## src/rtl/vmc_pkg.sv

```systemverilog
package vmc_pkg;

  typedef enum logic [3:0] {
    ST_IDLE,
    ST_ACT,
    ST_CAS1,
    ST_CAS2,
    ST_HOLD,
    ST_PRE,
    ST_REF_CAS,
    ST_REF_RAS1,
    ST_REF_RAS2
  } vmc_state_e;

  // per-lane CAS request (active high): reads open both lanes
  function automatic logic [1:0] lane_cas(input logic is_wr, input logic [1:0] be);
    return is_wr ? be : 2'b11;
  endfunction

  // per-lane write enable request (active high)
  function automatic logic [1:0] lane_we(input logic is_wr, input logic [1:0] be);
    return is_wr ? be : 2'b00;
  endfunction

  // fold active-high lane strobes onto the three active-low pins {a,b,c}
  function automatic logic [2:0] pin_fold(input logic two_we,
                                          input logic [1:0] cas,
                                          input logic [1:0] we);
    logic [2:0] p;
    if (two_we) p = {~(|cas), ~we[0], ~we[1]};
    else        p = {~cas[1], ~cas[0], ~(|we)};
    return p;
  endfunction

  // clocks from accepting edge to the clock in which done is seen
  function automatic int unsigned done_latency(input logic edo,
                                               input logic is_wr,
                                               input logic [1:0] be);
    if (is_wr && be == 2'b00) return 1;
    if (edo && is_wr)         return 3;
    return 4;
  endfunction

endpackage

```

## src/rtl/vmc_refresh_timer.sv

```systemverilog
module vmc_refresh_timer #(
  parameter int unsigned PERIOD = 256
) (
  input  logic clk,
  input  logic rst_n,
  input  logic ref_taken,
  output logic ref_pending
);
  localparam int unsigned CW = (PERIOD > 1) ? $clog2(PERIOD) : 1;

  logic [CW-1:0] cnt_q;
  logic          tick;

  assign tick = (cnt_q == CW'(PERIOD - 1));

  always_ff @(posedge clk or negedge rst_n) begin
    if (!rst_n) begin
      cnt_q       <= '0;
      ref_pending <= 1'b0;
    end else begin
      cnt_q <= tick ? '0 : cnt_q + 1'b1;
      if (tick)           ref_pending <= 1'b1;
      else if (ref_taken) ref_pending <= 1'b0;
    end
  end

  // a request for refresh is never lost before it is taken
  a_r7_pending_held: assert property (@(posedge clk) disable iff (!rst_n)
    (ref_pending && !ref_taken) |=> ref_pending);

endmodule

```

## src/rtl/vmc_sequencer.sv

```systemverilog
module vmc_sequencer
  import vmc_pkg::*;
#(
  parameter int unsigned AW      = 10,
  parameter int unsigned DW      = 16,
  parameter int unsigned RP_CLKS = 2
) (
  input  logic              clk,
  input  logic              rst_n,
  input  logic              cfg_edo,
  input  logic              req_valid,
  input  logic              req_write,
  input  logic [2*AW-1:0]   req_addr,
  input  logic [DW/8-1:0]   req_be,
  input  logic [DW-1:0]     req_wdata,
  output logic              req_ready,
  output logic              rsp_done,
  output logic [DW-1:0]     rsp_rdata,
  input  logic              ref_pending,
  output logic              ref_taken,
  output logic              ras_on,
  output logic              cas_on,
  output logic              ref_cas,
  output logic              wr_q,
  output logic [DW/8-1:0]   be_q,
  output logic [AW-1:0]     mem_addr,
  output logic [DW-1:0]     wdata_q,
  output logic              dq_oe,
  input  logic [DW-1:0]     dq_i,
  output logic              ev_col_first,
  output logic              ev_ref_ras_first,
  output logic              ev_null,
  output logic              ev_ref_any
);
  localparam int unsigned PCW = $clog2(RP_CLKS + 1);

  vmc_state_e     state_q, state_d;
  logic [PCW-1:0] pre_q;
  logic [AW-1:0]  row_q, col_q;
  logic           accept, null_wr, finish;

  assign req_ready = (state_q == ST_IDLE) && !ref_pending;
  assign accept    = req_valid && req_ready;
  assign null_wr   = accept && req_write && (req_be == '0);
  assign ref_taken = (state_q == ST_IDLE) && ref_pending;

  // last clock of an access's column phase
  assign finish = (state_q == ST_CAS2) || (state_q == ST_HOLD) ||
                  ((state_q == ST_CAS1) && cfg_edo && wr_q);

  always_comb begin
    state_d = state_q;
    unique case (state_q)
      ST_IDLE: begin
        if (ref_pending)          state_d = ST_REF_CAS;
        else if (accept && !null_wr) state_d = ST_ACT;
      end
      ST_ACT:      state_d = ST_CAS1;
      ST_CAS1: begin
        if (!cfg_edo)  state_d = ST_CAS2;
        else if (wr_q) state_d = ST_PRE;
        else           state_d = ST_HOLD;
      end
      ST_CAS2:     state_d = ST_PRE;
      ST_HOLD:     state_d = ST_PRE;
      ST_PRE:      state_d = (pre_q == PCW'(RP_CLKS - 1)) ? ST_IDLE : ST_PRE;
      ST_REF_CAS:  state_d = ST_REF_RAS1;
      ST_REF_RAS1: state_d = ST_REF_RAS2;
      ST_REF_RAS2: state_d = ST_PRE;
      default:     state_d = ST_IDLE;
    endcase
  end

  always_ff @(posedge clk or negedge rst_n) begin
    if (!rst_n) begin
      state_q   <= ST_IDLE;
      pre_q     <= '0;
      row_q     <= '0;
      col_q     <= '0;
      wr_q      <= 1'b0;
      be_q      <= '0;
      wdata_q   <= '0;
      rsp_done  <= 1'b0;
      rsp_rdata <= '0;
    end else begin
      state_q  <= state_d;
      pre_q    <= (state_q == ST_PRE) ? pre_q + 1'b1 : '0;
      rsp_done <= finish || null_wr;
      if (accept) begin
        row_q   <= req_addr[2*AW-1:AW];
        col_q   <= req_addr[AW-1:0];
        wr_q    <= req_write;
        be_q    <= req_be;
        wdata_q <= req_wdata;
      end
      if (finish && !wr_q) rsp_rdata <= dq_i;
    end
  end

  assign ras_on   = (state_q == ST_ACT) || (state_q == ST_CAS1) || (state_q == ST_CAS2) ||
                    (state_q == ST_HOLD) || (state_q == ST_REF_RAS1) || (state_q == ST_REF_RAS2);
  assign cas_on   = (state_q == ST_CAS1) || (state_q == ST_CAS2);
  assign ref_cas  = (state_q == ST_REF_CAS) || (state_q == ST_REF_RAS1) || (state_q == ST_REF_RAS2);
  assign dq_oe    = cas_on && wr_q;
  assign mem_addr = (state_q == ST_ACT) ? row_q :
                    (cas_on || state_q == ST_HOLD) ? col_q : '0;

  // named events for the checks at the top level
  assign ev_col_first     = (state_q == ST_CAS1);
  assign ev_ref_ras_first = (state_q == ST_REF_RAS1);
  assign ev_null          = null_wr;
  assign ev_ref_any       = ref_cas;

  // refresh is started ahead of a waiting request
  a_r8_refresh_first: assert property (@(posedge clk) disable iff (!rst_n)
    (state_q == ST_IDLE && ref_pending && req_valid) |=> (state_q == ST_REF_CAS));

  // done follows the end of a column phase by one edge
  a_r6_done_after_finish: assert property (@(posedge clk) disable iff (!rst_n)
    (finish && state_q != ST_IDLE) |=> rsp_done);

  // precharge lasts RP_CLKS clocks before a new RAS cycle
  a_r9_pre_len: assert property (@(posedge clk) disable iff (!rst_n)
    (state_q == ST_PRE && $past(state_q) != ST_PRE) |=> (state_q == ST_PRE || RP_CLKS < 2));

endmodule

```

## src/rtl/vmc_strobe_map.sv

```systemverilog
module vmc_strobe_map
  import vmc_pkg::*;
(
  input  logic       two_we,
  input  logic       cas_on,
  input  logic       ref_cas,
  input  logic       wr,
  input  logic [1:0] be,
  output logic       stb_a_n,
  output logic       stb_b_n,
  output logic       stb_c_n
);
  localparam int unsigned LANES = 2;

  logic [LANES-1:0] cas_l, we_l;
  logic [1:0]       cas_req, we_req;

  assign cas_req = lane_cas(wr, be);
  assign we_req  = lane_we(wr, be);

  for (genvar g = 0; g < LANES; g++) begin : g_lane
    assign cas_l[g] = ref_cas | (cas_on & cas_req[g]);
    assign we_l[g]  = cas_on & we_req[g];
  end

  assign {stb_a_n, stb_b_n, stb_c_n} = pin_fold(two_we, cas_l, we_l);

endmodule

```

## src/rtl/vmc_dram_ctrl.sv

```systemverilog
module vmc_dram_ctrl
  import vmc_pkg::*;
#(
  parameter int unsigned AW         = 10,
  parameter int unsigned DW         = 16,
  parameter int unsigned REF_PERIOD = 256,
  parameter int unsigned RP_CLKS    = 2
) (
  input  logic            clk,
  input  logic            rst_n,
  input  logic            cfg_two_we,
  input  logic            cfg_edo,
  input  logic            req_valid,
  output logic            req_ready,
  input  logic            req_write,
  input  logic [2*AW-1:0] req_addr,
  input  logic [1:0]      req_be,
  input  logic [DW-1:0]   req_wdata,
  output logic            rsp_done,
  output logic [DW-1:0]   rsp_rdata,
  output logic [AW-1:0]   dram_addr,
  output logic            dram_ras_n,
  output logic            dram_stb_a_n,
  output logic            dram_stb_b_n,
  output logic            dram_stb_c_n,
  output logic [DW-1:0]   dram_dq_o,
  output logic            dram_dq_oe,
  input  logic [DW-1:0]   dram_dq_i
);
  logic       ref_pending, ref_taken;
  logic       ras_on, cas_on, ref_cas, wr_q;
  logic [1:0] be_q;
  logic       ev_col_first, ev_ref_ras_first, ev_null, ev_ref_any;

  vmc_refresh_timer #(.PERIOD(REF_PERIOD)) u_timer (
    .clk         (clk),
    .rst_n       (rst_n),
    .ref_taken   (ref_taken),
    .ref_pending (ref_pending)
  );

  vmc_sequencer #(.AW(AW), .DW(DW), .RP_CLKS(RP_CLKS)) u_seq (
    .clk              (clk),
    .rst_n            (rst_n),
    .cfg_edo          (cfg_edo),
    .req_valid        (req_valid),
    .req_write        (req_write),
    .req_addr         (req_addr),
    .req_be           (req_be),
    .req_wdata        (req_wdata),
    .req_ready        (req_ready),
    .rsp_done         (rsp_done),
    .rsp_rdata        (rsp_rdata),
    .ref_pending      (ref_pending),
    .ref_taken        (ref_taken),
    .ras_on           (ras_on),
    .cas_on           (cas_on),
    .ref_cas          (ref_cas),
    .wr_q             (wr_q),
    .be_q             (be_q),
    .mem_addr         (dram_addr),
    .wdata_q          (dram_dq_o),
    .dq_oe            (dram_dq_oe),
    .dq_i             (dram_dq_i),
    .ev_col_first     (ev_col_first),
    .ev_ref_ras_first (ev_ref_ras_first),
    .ev_null          (ev_null),
    .ev_ref_any       (ev_ref_any)
  );

  vmc_strobe_map u_map (
    .two_we  (cfg_two_we),
    .cas_on  (cas_on),
    .ref_cas (ref_cas),
    .wr      (wr_q),
    .be      (be_q),
    .stb_a_n (dram_stb_a_n),
    .stb_b_n (dram_stb_b_n),
    .stb_c_n (dram_stb_c_n)
  );

  assign dram_ras_n = ~ras_on;

  // RAS high for at least two clocks between low periods
  a_r9_precharge: assert property (@(posedge clk) disable iff (!rst_n)
    $rose(dram_ras_n) |=> dram_ras_n);

  // column strobe only after RAS has been low a full clock
  a_r9_ras_to_cas: assert property (@(posedge clk) disable iff (!rst_n)
    ev_col_first |-> (!dram_ras_n && $past(!dram_ras_n)));

  // CAS already low in the clock before RAS falls for refresh
  a_r7_cbr_order: assert property (@(posedge clk) disable iff (!rst_n)
    ev_ref_ras_first |-> ($past(dram_ras_n) && $past(!dram_stb_a_n) && !dram_ras_n));

  // no write enable during refresh
  a_r7_we_idle: assert property (@(posedge clk) disable iff (!rst_n)
    ev_ref_any |-> (cfg_two_we ? (dram_stb_b_n && dram_stb_c_n) : dram_stb_c_n));

  // an empty write leaves every strobe quiet
  a_r10_null_quiet: assert property (@(posedge clk) disable iff (!rst_n)
    ev_null |=> (dram_ras_n && dram_stb_a_n && dram_stb_b_n && dram_stb_c_n && rsp_done));

  // CAS width follows the page timing
  a_r5_edo_short_cas: assert property (@(posedge clk) disable iff (!rst_n)
    (ev_col_first && cfg_edo) |=> (dram_stb_a_n && dram_stb_b_n));
  a_r4_normal_long_cas: assert property (@(posedge clk) disable iff (!rst_n)
    (ev_col_first && !cfg_edo) |=> !(dram_stb_a_n && dram_stb_b_n));

  // driving data only while a write holds its column strobe
  a_r2_oe_in_col: assert property (@(posedge clk) disable iff (!rst_n)
    dram_dq_oe |-> (!dram_ras_n && !(dram_stb_a_n && dram_stb_b_n)));

endmodule

```

## config.mk

```make
export PLATFORM = sky130hd
export DESIGN_NAME = vmc_dram_ctrl
export DESIGN_NICKNAME = d
export VERILOG_FILES = /design/src/rtl/vmc_pkg.sv /design/src/rtl/vmc_refresh_timer.sv /design/src/rtl/vmc_sequencer.sv /design/src/rtl/vmc_strobe_map.sv /design/src/rtl/vmc_dram_ctrl.sv
export SDC_FILE = /design/constraint.sdc
export NUM_CORES = 1
export LEC_CHECK = 0
export ABC_CLOCK_PERIOD_IN_PS = 1700
export BUFFER_PORTS_ARGS = -buffer_cell sky130_fd_sc_hd__buf_2
export CAP_MARGIN = 20
export CORE_ASPECT_RATIO = 0.5
export CORE_MARGIN = 2
export CORE_UTILIZATION = 40
export DETAILED_ROUTE_END_ITERATION = 12
export PLACE_DENSITY = 0.68
export REMOVE_ABC_BUFFERS = 1
export SLEW_MARGIN = 25
export SYNTH_ARGS = -nofsm -noshare
export SYNTH_HDL_FRONTEND = slang
export SYNTH_SLANG_ARGS = --single-unit
```

## constraint.sdc

```tcl
create_clock -name clk -period 1.7 [get_ports clk]
set_input_delay 0.34 -clock clk [delete_from_list [all_inputs] [get_ports clk]]
set_output_delay 0.34 -clock clk [all_outputs]
set_load 0.02 [all_outputs]
```

-- Word level (Yosys, flattened, before mapping)
Index checks and enable logic that the tools add are counted.
- add/subtract/negate cells: 2
- reductions and logical operators: 31
- eq/ne operators: 11
- bitwise gates (word level): 13
- multiplexer cells: 15
- operators by type and width (cell ; number):
    case mux 4 bit (7 select lines) ; 1
    2-to-1 mux 10 bit ; 2
    equality test 4 x 3 -> 1 bit, second input constant ; 4
    logical OR 1 bit ; 12
    2-to-1 mux 4 bit ; 3
    logical AND 1 bit ; 10
    adder 8 x 1 -> 8 bit, second input constant ; 1
    equality test 4 x 2 -> 1 bit, second input constant ; 2
    equality test 8 bit, second input constant ; 1
    2-to-1 mux 8 bit ; 1
    NOT 1 bit ; 7
    2-to-1 mux 2 bit ; 3
    2-to-1 mux 3 bit ; 2
    bitwise AND 1 bit ; 4
    equality test 4 x 1 -> 1 bit, second input constant ; 1
    equality test 4 bit, second input constant ; 1
    zero test 4 bit ; 1
    OR reduction 2 bit ; 2
    zero test 1 bit ; 3
    2-to-1 mux 1 bit ; 3
    != test 3 bit, second input constant ; 1
    OR reduction 3 bit ; 1
    adder 2 x 1 -> 2 bit, second input constant ; 1
    equality test 2 x 1 -> 1 bit, second input constant ; 1
    other kinds (3) ; 4
- word-level logic and storage cells: 83
- flip-flop bits (word level): 71
- output and inout bits: 49

-- Depth between registers and ports, before layout
- depth in word-level cells: 10
- depth in mapped cells: 7

-- Hierarchy
From an unflattened synthesis, not the netlist that was laid out.
- cell total of the unflattened synthesis: 237
- area total of the unflattened synthesis: 3128.0 um^2
- by module, submodules not included (module ; cells each ; area each (um^2) ; seq. area each (um^2) ; instances):
    vmc_sequencer ; 192 ; 2691.3 ; 1551.5 ; 1
    vmc_refresh_timer ; 35 ; 382.9 ; 225.2 ; 1
    vmc_strobe_map ; 9 ; 50.0 ; 0.0 ; 1
    vmc_dram_ctrl ; 1 ; 3.8 ; 0.0 ; 1

-- Least setup slack after synthesis
Ideal clock, no wire load.
- path type: register to output
- start: register u_seq.state_q[3]
- end: output dram_stb_b_n
- data arrival time: 1473 ps
- slack: -113 ps
- cell stages (with the launch flop): 5
- data required time: 1360 ps
- cell sequence: dfrtp_1 > clkbuf_1 > nor2_1 > and2_1 > a21oi_1
- word-level cells in the longest chain between the ends: 6
- elaborated cells between the ends (all ways): 14
- RTL lines (item ; line ; text):
    start, declared ; vmc_sequencer.sv:37 ; vmc_state_e state_q, state_d;
    start signal, assigned ; vmc_sequencer.sv:86 ; state_q <= state_d;
    equality test 4 x 2 -> 1 bit / equality test 4 x 3 -> 1 bit (equally long branches) ; vmc_sequencer.sv:102, vmc_sequencer.sv:103 ;
    logical OR 1 bit (on tied branches) ; vmc_sequencer.sv:102, vmc_sequencer.sv:103 ;
    bitwise AND 1 bit / logical OR 1 bit (equally long branches) ; vmc_strobe_map.sv:22, vmc_sequencer.sv:103 ;
    OR 1 bit ; vmc_strobe_map.sv:22 ; assign cas_l[g] = ref_cas | (cas_on & cas_req[g]);
    NOT 1 bit ; vmc_pkg.sv:31 ; else p = {~cas[1], ~cas[0], ~(|we)};
    2-to-1 mux 3 bit * ; vmc_pkg.sv:30 ; if (two_we) p = {~(|cas), ~we[0], ~we[1]};
    end, declared ; vmc_dram_ctrl.sv:24 ; output logic dram_stb_b_n,
Every way passes the cells marked *; elsewhere a longest branch is shown, timed or not.

-- Final worst setup path
- start: register u_seq.state_q[1]
- end: output dram_addr[3]
- word-level cells in the longest chain between the ends: 5
- elaborated cells between the ends (all ways): 8
- RTL lines (item ; line ; text):
    equality test 4 x 2 -> 1 bit ; vmc_sequencer.sv:102 ; assign cas_on = (state_q == ST_CAS1) || (state_q == ST_CAS2);
    logical OR 1 bit ; vmc_sequencer.sv:102 ;
    logical OR 1 bit ; vmc_sequencer.sv:106 ; (cas_on || state_q == ST_HOLD) ? col_q : '0;
    2-to-1 mux 10 bit ; vmc_sequencer.sv:106 ;
    2-to-1 mux 10 bit * ; vmc_sequencer.sv:105 ; assign mem_addr = (state_q == ST_ACT) ? row_q :
    end, declared ; vmc_dram_ctrl.sv:21 ; output logic [AW-1:0] dram_addr,
Marks and branches as above.

==> flow_summary.json <==
{
  "slew_headroom": 0.751,
  "hold_path_startpoint": "req_addr[15]",
  "worstSetupStartpointType": "flip-flop",
  "std_cell_rows": 23,
  "post_route_cells_drive_above_1_share": 0.636,
  "power_per_cell_area_nw_per_um2": 2120,
  "synth_enable_flop_cells": 0,
  "remaining_drc_errors": 0,
  "synth.yosys.warnings": 0,
  "fp.dieW_um": 131,
  "cts.clk_slew.worst_paths_ns": 0.06,
  "postSynthCellCount": 226,
  "detailed_place.area_um2": 4040,
  "cts_max_path_buffers": 2,
  "cts_tree": "done",
  "yosysTopAreaCellShare": 0.549,
  "share_of_the_synthesized_netlist_area_taken_by_xor_and_xnor_gates": 0.0135,
  "setup_slack_after_layout_ns": -0.412,
  "p_leak_nw": 2.44,
  "cts_max_level": 3,
  "design.die.area_um2": 8870,
  "diode_insertion_count_for_antenna_repair": 0,
  "worstPathMaxFanout": 6,
  "postSynthAreaPerCell_um2": 14.3,
  "report.power.total_mw": 9.98,
  "sequential_fraction_of_the_synthesis_area": 0.549,
  "timing.max_cap.violations": 0,
  "synth_cell_types": 41,
  "synth-adder-area-share": 0.00773,
  "drt-wirelength-per-cell_um": 16.6,
  "cts_buffer_count": 9,
  "grt_antenna_before_repair": 0,
  "grt_pass1_vias": 2386,
  "endpoint_kind": "primary output",
  "ir_drop_worst_case_vdd_mv": 0.781,
  "setup.worst_path.start": "u_seq.state_q[1]",
  "floorplan.initialDensity": 0.409,
  "reg2reg_to": "u_seq.rsp_rdata[8]",
  "port_buffers": 108,
  "ys_seq_elements": 71,
  "report.final.setup_viol": 71,
  "globalRouteTotalUtil": 0.172,
  "timing_worst_setup_path_type": "flip-flop to primary output",
  "muxShareOfSynthArea": 0.248,
  "synth_simple_gate_area_frac": 0.0854,
  "cts.sinks": 71,
  "synthToLayoutAreaGrowth_pct": 45.2,
  "timing_worst_slew_pin_value_ns": 0.373,
  "dominantRegCellSynth": "dfrtp_1",
  "place_congestion": 0.851,
  "status": "finished, violations left",
  "ioPinCount": 109,
  "critPathArrivalTime_ns": 1.77,
  "worst_skew_pair.late_latency_ns": 0.33,
  "fp.coreArea_um2": 7910,
  "mappedNetlistArea_um2": 3240,
  "violations": "setup timing",
  "die-height_um": 67.6,
  "max_clock_freq_mhz": 473,
  "post_route_cell_area_um2": 4700,
  "finalHoldViolCount": 0,
  "cts.root.buffer_cell": "clkbuf_16",
  "r2r_setup_slack_ns": -0.24,
  "hp-class": "input port to flip-flop",
  "skew_ns": 0.00682,
  "synthTopCellsByArea": "dfrtp_1 (55%), mux2_4 (23%), a22o_1 (2.7%)",
  "worstReg2RegStart": "u_seq.state_q[1]",
  "grt_pass1_wl_um": 11800,
  "grt_overflow": 0,
  "grt_setup_unrepaired": "yes",
  "drt-vias-per-instance": 4.96,
  "final_max_slew_viol_count": 0,
  "hold-path-cell-count": 2,
  "overall_via_count_from_detail_route": 2395,
  "yosys.area.top_type": "dfrtp_1",
  "synth_compound_gate_area_share": 0.0653,
  "drt_first_pass_iters": 4,
  "finalCritPeriodShare": 1.24,
  "drtAntennaViolNets": 0,
  "shortest_period_the_worst_path_allows_ns": 2.11,
  "timing.reg2reg.worst_path_depth": 6,
  "async_reset_ff_frac": 1.00,
  "required_ns": 1.36,
  "final_nets": 430,
  "drt-initial-drc-count": 87,
  "dp_hpwl_um": 5160,
  "grt_max_degree": 43,
  "synth_top_family_by_area": "multiplexers",
  "routed_wl_um": 8010,
  "whs_endpoint": "u_seq.row_q[5]",
  "finalCoreUtilization": 0.594
}
## per-layer routing
metal / track usage / up-vias / wire [um]
met2: 0.291 / 80 / 4200
met4: 0.0774 / 0 / 116
met5: 0 / - / 0
met3: 0.0428 / 12 / 319
met1: 0.215 / 1217 / 3370
li1: - / 1086 / -
## cell families (layout without fill, tap and decap cells)
family	after synthesis	after routing
compound gates	30	30
fa+ha+maj	2	2
simple gates	49	49
mux	55	55
buf+inv	14	159
xor+xnor	5	5
flops	71	71
## cells in the final DEF, fill, tap and decap left out, drive strengths merged, types with 2 or more instances in the layout
cell	Yosys	final
nor2	14	14
nand3	3	3
o21ai	2	2
mux2	55	55
clkbuf	1	15
nor2b	2	2
xor2	3	3
dfrtp	71	71
xnor2	2	2
inv	4	4
nand2	9	9
ha	2	2
and3	2	2
buf	9	138
a22o	10	10
nand2b	3	3
a21oi	9	9
or3	3	3
nor4	2	2
nor3	4	4
## worst max-delay path, cell delays in order, from the launching register on
cell,delay (ns)
dfrtp_2,0.46
nor3b_4,0.30
nor2_4,0.08
nor2_4,0.14
buf_6,0.14
a22o_1,0.18
buf_6,0.13
## report_power, final
| group | internal [mW] | total [mW] | switching (mW) |
|---|---|---|---|
| Combinational | 2.91 | 5.34 | 2.43 |
| Clock | 1.05 | 1.68 | 0.635 |
| Sequential | 2.45 | 2.96 | 0.510 |
| Total | 6.40 | 9.98 | 3.58 |
## worst max-delay path by stage
stage / slack [ns] / cells after the start / endpoint
final: -0.41 / 6 / dram_addr[3]
after global routing: -0.45 / 6 / dram_addr[3]
after CTS: -0.34 / 6 / dram_addr[3]
after detailed placement: -0.08 / 6 / dram_stb_b_n
after global placement: -0.05 / 5 / dram_addr[3]
after floorplan: -0.61 / 5 / u_seq.be_q[0]
## synthesized netlist by cell type (2+ instances only)
library cell and number:
dfrtp_1 71, mux2_4 49, nor2_1 14, a22o_1 10
a21oi_1 9, nand2_1 8, buf_6 6, mux2_1 6
nor3_1 4, buf_2 3, inv_1 3, nand2b_1 3
nand3_1 3, or3_1 3, xor2_1 3, and3_1 2
ha_1 2, nor2b_1 2, o21ai_0 2, xnor2_1 2
## cell type report
cell class                      instances  area [um^2]
Fill cell                             610         3210
Sequential cell                        71         1780
Multi-Input combinational cell        141         1510
Timing Repair Buffer                  141          995
Clock buffer                           13          260
Tap cell                              112          140
Inverter                                4         15.0
Clock inverter                          1         5.00
## per-stage QoR
stage / TNS, ns / hold WS (ns) / setup slack, ns / std cells
detailed placement: -2.38 / 0.277 / -0.0809 / 457
finish: -13.09 / 0.244 / -0.412 / 483
CTS: -12.79 / 0.223 / -0.343 / 477
floorplan: -29.21 / 0.0444 / -0.606 / 216
global route: -18.15 / 0.231 / -0.454 / 483
global placement: -0.521 / 0.265 / -0.0509 / 457
## state kept, by name (all words and copies together), names as in the netlist
signal               flops
u_seq.pre_q              2
u_seq.rsp_rdata         16
u_timer.ref_pending      1
u_seq.col_q             10
u_seq.rsp_done           1
u_seq.wr_q               1
u_seq.state_q            4
u_timer.cnt_q            8
u_seq.be_q               2
u_seq.row_q             10
u_seq.wdata_q           16
## timing repair
item | CTS | global route
endpoints found under the setup margin | 73 | 74
hold endpoints to repair | 13 | 0
cloned | 1 | 3
pin swaps | 4 | 13
hold buffers | 1 | 0
gates resized for setup | 19 | 58
buffers inserted | 4 | 4
(Power assumes the default switching activity.)
